**src/rtl/xy_mesh_router.sv**
```systemverilog
`timescale 1ns/1ps
module xy_mesh_router #(
  parameter int PW     = 32,
  parameter int DEPTH  = 7,
  parameter int CW     = 4,
  parameter int HOME_X = 2,
  parameter int HOME_Y = 2
) (
  input  logic                       clk,
  input  logic                       rst_n,
  input  logic [4:0][PW+1:0]         rx_flit,
  input  logic [4:0][1:0]            rx_wr,
  output logic [4:0][1:0]            rx_wok,
  output logic [4:0][PW+1:0]         tx_flit,
  output logic [4:0][1:0]            tx_wr,
  input  logic [4:0][1:0]            tx_wok
);
  localparam int FW   = PW + 2;
  localparam int NP   = 5;
  localparam int NC   = 2;
  localparam int SOP  = FW - 1;
  localparam int EOP  = FW - 2;
  localparam int AW   = $clog2(DEPTH);
  localparam int KW   = $clog2(DEPTH + 1);
  localparam int IW   = 3;
  localparam logic [IW-1:0] P_LOC = 3'd0, P_N = 3'd1, P_S = 3'd2, P_E = 3'd3, P_W = 3'd4;
  localparam logic [CW-1:0] HX = CW'(HOME_X);
  localparam logic [CW-1:0] HY = CW'(HOME_Y);

  logic [FW-1:0]                 head [NP][NC];
  logic [NP-1:0][NC-1:0]         nonempty, pop;
  logic [NP-1:0][NC-1:0][NP-1:0] req;
  logic [NP-1:0][IW-1:0]         own_v;
  logic [NP-1:0]                 cls_v, xfer;

  function automatic logic [IW-1:0] xroute(input logic [FW-1:0] f);
    logic [CW-1:0] dx, dy;
    dx = f[CW-1:0];
    dy = f[2*CW-1:CW];
    if (dx > HX)      return P_E;
    else if (dx < HX) return P_W;
    else if (dy > HY) return P_N;
    else if (dy < HY) return P_S;
    else              return P_LOC;
  endfunction

  function automatic logic [IW:0] rr_pick(input logic [NP-1:0] r, input logic [IW-1:0] last);
    logic [IW:0] res;
    int j;
    res = '0;
    for (int k = 1; k <= NP; k++) begin
      j = int'(last) + k;
      if (j >= NP) j = j - NP;
      if (!res[IW] && r[j]) res = {1'b1, IW'(j)};
    end
    return res;
  endfunction

  for (genvar i = 0; i < NP; i++) begin : g_in
    for (genvar c = 0; c < NC; c++) begin : g_vc
      logic [FW-1:0] mem [DEPTH];
      logic [AW-1:0] rp, wp;
      logic [KW-1:0] cnt;
      logic          push;

      assign rx_wok[i][c]   = (cnt != KW'(DEPTH));
      assign push           = rx_wr[i][c] && rx_wok[i][c];
      assign nonempty[i][c] = (cnt != '0);
      assign head[i][c]     = mem[rp];

      always_ff @(posedge clk)
        if (push) mem[wp] <= rx_flit[i];

      always_ff @(posedge clk or negedge rst_n) begin
        if (!rst_n) begin
          rp  <= '0;
          wp  <= '0;
          cnt <= '0;
        end else begin
          if (push)      wp <= (wp == AW'(DEPTH - 1)) ? '0 : wp + 1'b1;
          if (pop[i][c]) rp <= (rp == AW'(DEPTH - 1)) ? '0 : rp + 1'b1;
          cnt <= cnt + KW'(push) - KW'(pop[i][c]);
        end
      end
    end
  end

  always_comb begin
    req = '0;
    for (int o = 0; o < NP; o++)
      for (int c = 0; c < NC; c++)
        for (int i = 0; i < NP; i++)
          req[o][c][i] = nonempty[i][c] && head[i][c][SOP] && (xroute(head[i][c]) == IW'(o));
  end

  always_comb begin
    pop = '0;
    for (int o = 0; o < NP; o++)
      if (xfer[o]) pop[own_v[o]][cls_v[o]] = 1'b1;
  end

  for (genvar o = 0; o < NP; o++) begin : g_out
    logic          busy_q, cls_q;
    logic [IW-1:0] own_q, last_gs_q, last_be_q;
    logic [IW:0]   gs_sel, be_sel;

    assign gs_sel     = rr_pick(req[o][0], last_gs_q);
    assign be_sel     = rr_pick(req[o][1], last_be_q);
    assign tx_flit[o] = head[own_q][cls_q];
    assign tx_wr[o]   = busy_q ? (NC'(nonempty[own_q][cls_q]) << cls_q) : '0;
    assign xfer[o]    = |(tx_wr[o] & tx_wok[o]);
    assign own_v[o]   = own_q;
    assign cls_v[o]   = cls_q;

    always_ff @(posedge clk or negedge rst_n) begin
      if (!rst_n) begin
        busy_q    <= 1'b0;
        cls_q     <= 1'b0;
        own_q     <= '0;
        last_gs_q <= '0;
        last_be_q <= '0;
      end else if (!busy_q) begin
        if (gs_sel[IW]) begin
          busy_q    <= 1'b1;
          cls_q     <= 1'b0;
          own_q     <= gs_sel[IW-1:0];
          last_gs_q <= gs_sel[IW-1:0];
        end else if (be_sel[IW]) begin
          busy_q    <= 1'b1;
          cls_q     <= 1'b1;
          own_q     <= be_sel[IW-1:0];
          last_be_q <= be_sel[IW-1:0];
        end
      end else if (xfer[o] && tx_flit[o][EOP]) begin
        busy_q <= 1'b0;
      end
    end
  end
endmodule

```
**config.mk**
```make
export PLATFORM = sky130hd
export DESIGN_NAME = xy_mesh_router
export DESIGN_NICKNAME = d
export VERILOG_FILES = /design/src/rtl/xy_mesh_router.sv
export SDC_FILE = /design/constraint.sdc
export NUM_CORES = 2
export LEC_CHECK = 0
export BUFFER_PORTS_ARGS = -buffer_cell sky130_fd_sc_hd__buf_2
export CORE_MARGIN = 2
export CORE_UTILIZATION = 45
export CTS_CLUSTER_DIAMETER = 120
export DETAILED_ROUTE_END_ITERATION = 12
export GPL_TIMING_DRIVEN = 0
export PLACE_DENSITY = 0.65
export SLEW_MARGIN = 20
export SYNTH_ARGS = -nofsm -noshare
export SYNTH_HDL_FRONTEND = slang
export SYNTH_SLANG_ARGS = --single-unit
```
**constraint.sdc**
```tcl
create_clock -name clk -period 7.8 [get_ports clk]
set_input_delay 0.78 -clock clk [delete_from_list [all_inputs] [get_ports clk]]
set_output_delay 0.78 -clock clk [all_outputs]
set_load 0.05 [all_outputs]
```
==> summary.txt <==
Run
  – Max-cap violations: 1

Clock network
  – Clk root buf: clkbuf_16
  – Num Clock Sinks: 2525
  – Post_cts resized: 0
  – TritonCTS Buffers: 270
  – CTS tree: done
  – CTS Hold Bufs: 1
  – Post-CTS setup buffers: 0
  – Number of H-tree branching levels: 5
  – Reg clk slew, reported paths: 0.06 ns
  – Clock buffer depth: 4
  – Clock latency on the worst-skew pair: 0.92 ns

GRT
  – Antenna violations before repair: 63
  – Gr ovfl total: 0
  – First-pass GRT wire length: 789 mm
  – Total GRT Usage: 0.418
  – Largest net degree at the start of global routing: 57
  – Vias in the first global route: 90300

Synth
  – Syn Nets: 9518
  – Synthesized cell area: 124000 um^2
  – Syn_area_per_cell: 13.5 um^2
  – FF+latch count, synth: 2525
  – Ys async rst share: 0.0574
  – Number of flops mapped to enable cells by yosys: 2380
  – Sequential area share after synthesis: 0.606
  – Synth cell types: 126
  – Mapped Cells: 9182
  – Yosys warns: 0
  – Top FF cell, synth: edfxtp_1

Timing
  – Setup violators final: 0
  – Setup TNS: 0 ns
  – Fin. max-slew vios: 0
  – RSZ-0062 raised after global routing: false
  – Skew final: 0.0714 ns
  – Fmax: 137 MHz
  – Final Hold Fails: 0
  – Worst Max-Slew Pin Slew: 1.48 ns
  – Tightest slew margin relative to the limit: 0.0116
  – Final min period: 7.31 ns
  – Fin crit share: 0.937

Floorplan
  – Initial Util: 0.452
  – Die height: 529 um
  – Die Area: 280000 um^2
  – DIE WIDTH: 529 um
  – Ports: 382
  – Row count: 192
  – Core Area: 274000 um^2

Drt
  – Pre-Repair DR Iteration Count: 7
  – Met2 Routed Length: 257 mm
  – DRC Markers: 0
  – Total routed wirelength: 592 mm
  – Iter 0 DRT Violations: 13000
  – Vias per Instance: 6.71
  – Max Used Layer: met5
  – Vias: 95300
  – M1 WL: 218 mm
  – Antenna viol nets, final: 0
  – Wire per inst: 41.7 um
  – Met3 wire length: 62.7 mm

Layout
  – Most common cell after layout, fill and taps aside: edfxtp_1
  – Design area: 145000 um^2
  – Fraction of layout cells with a size suffix above 1: 0.227
  – # nets final: 10700
  – Most frequent cells in the layout: 2380 x edfxtp_1, 715 x nand2_1, 612 x buf_2
  – Area growth, synth to finish: 16.8%
  – Fill cells: 22800

Placement
  – DP HPWL: 462 mm
  – Post-DP Area: 136000 um^2
  – IO Port Bufs: 381
  – Gp weighted congestion: 1.10

Hold path
  – Hold Crit Class: in -> reg

Setup path
  – Startpoint Class: flip-flop
  – Crit path max fanout: 10
  – Critical Path Sink Type: output port
  – Data arrival, critical path: 6.53 ns
  – WP data required: 7.02 ns
  – Classification of the worst setup path: reg -> out

Outcome
  – Failing checks: max-capacitance violations
  – Status: finished, violations left
-- cells in the mapped netlist, types with 27 or more instances --
library cell,n,area share
and2_1,56,0.0028
nor2b_1,71,0.0036
a21oi_1,473,0.019
a21o_1,44,0.0027
clkbuf_1,398,0.012
inv_1,149,0.0045
mux4_2,406,0.074
o211ai_1,97,0.0059
o22a_1,29,0.0020
a22oi_1,123,0.0075
nor4_1,42,0.0021
a221oi_1,87,0.0061
o21a_1,46,0.0028
buf_2,66,0.0027
or3_1,28,0.0014
a211oi_1,100,0.0061
nand3_1,93,0.0038
nand2b_1,127,0.0064
xnor2_1,51,0.0036
edfxtp_1,2380,0.58
mux2i_1,612,0.049
mux2_2,270,0.025
and3_1,27,0.0014
dfrtp_1,145,0.029
o21ai_0,620,0.025
o221ai_1,56,0.0040
nand2_1,715,0.022
nor3_1,159,0.0064
ha_1,134,0.014
a211o_1,30,0.0021
nor4b_1,27,0.0019
buf_1,108,0.0033
nor2_1,619,0.019
a31oi_1,81,0.0041
o22ai_1,142,0.0072
o31ai_1,32,0.0019
-- final timing paths --
check,start,endpoint,slack (ns),depth (start not counted)
max in group asynchronous,rst_n,g_in[3].g_vc[1].wp[0],6.51,3
worst min register to register,g_in[4].g_vc[0].cnt[0],g_in[4].g_vc[0].cnt[0],0.55,1
worst max-delay path,g_in[0].g_vc[0].rp[1],tx_flit[15],0.49,13
min in group asynchronous,rst_n,g_in[0].g_vc[0].cnt[1],0.42,2
worst min-delay path,rx_flit[164],g_in[4].g_vc[1].mem[6][28],0.22,1
worst max register to register,g_out[4].own_q[0],g_in[4].g_vc[1].cnt[2],1.46,14
-- cell families after synthesis --
group	share of synthesized area
compound gates	0.118
flops	0.606
fa+ha+maj	0.0151
buf+inv	0.0254
xor+xnor	0.00509
mux	0.150
simple gates	0.0802
-- critical path, cell delays in order (launching register included) --
cell and delay (ns):
dfrtp_1 0.32, buf_2 0.22, buf_2 0.29, buf_2 0.30, buf_1 0.51, clkbuf_1 0.58, clkbuf_1 0.43, mux4_2 0.29
mux2_2 0.64, mux2i_1 0.15, o21ai_0 0.16, o21ai_0 0.12, o21ai_0 1.15, buf_2 0.46
-- routing by layer --
metal  global-route usage  vias to the layer above
met5              0.00710                        -
met2                0.617                     6154
met4                0.314                       26
met1                0.513                    48900
met3                0.132                     1707
li1                     -                    38500
-- registers in the layout, summed over array words and instances (netlist names) --
name             cells
g_in.g_vc.mem     2380
g_in.g_vc.cnt       30
g_in.g_vc.rp        30
g_in.g_vc.wp        30
g_out.last_be_q     15
g_out.last_gs_q     15
g_out.own_q         15
g_out.busy_q         5
g_out.cls_q          5
-- per-stage QoR --
| stage | util | instances | hold WS, ns | worst slack [ns] |
|---|---|---|---|---|
| finish | 0.528 | 14200 | 0.224 | 0.495 |
| detailed placement | 0.496 | 13600 | 0.537 | 1.64 |
| CTS | 0.527 | 14100 | 0.179 | 0.693 |
| floorplan | - | 9182 | 0.484 | 2.47 |
| global route | 0.528 | 14100 | 0.210 | 0.516 |
| global placement | 0.476 | 13200 | 0.516 | -1.44 |
-- final cells by class --
class,instances,area [um^2],share of cell area
Tap cell,3589,4490,0.0310
Sequential cell,2525,75100,0.519
Antenna cell,65,163,0.00112
Inverter,164,616,0.00425
Timing Repair Buffer,881,6100,0.0421
Clock buffer,338,7120,0.0492
Clock inverter,147,1430,0.00991
Multi-Input combinational cell,5891,47100,0.326
Buffer,602,2590,0.0179
Power is left out: the tool's default activity adds up to more than one toggle a clock period on the data nets, which glitch-free logic cannot reach.
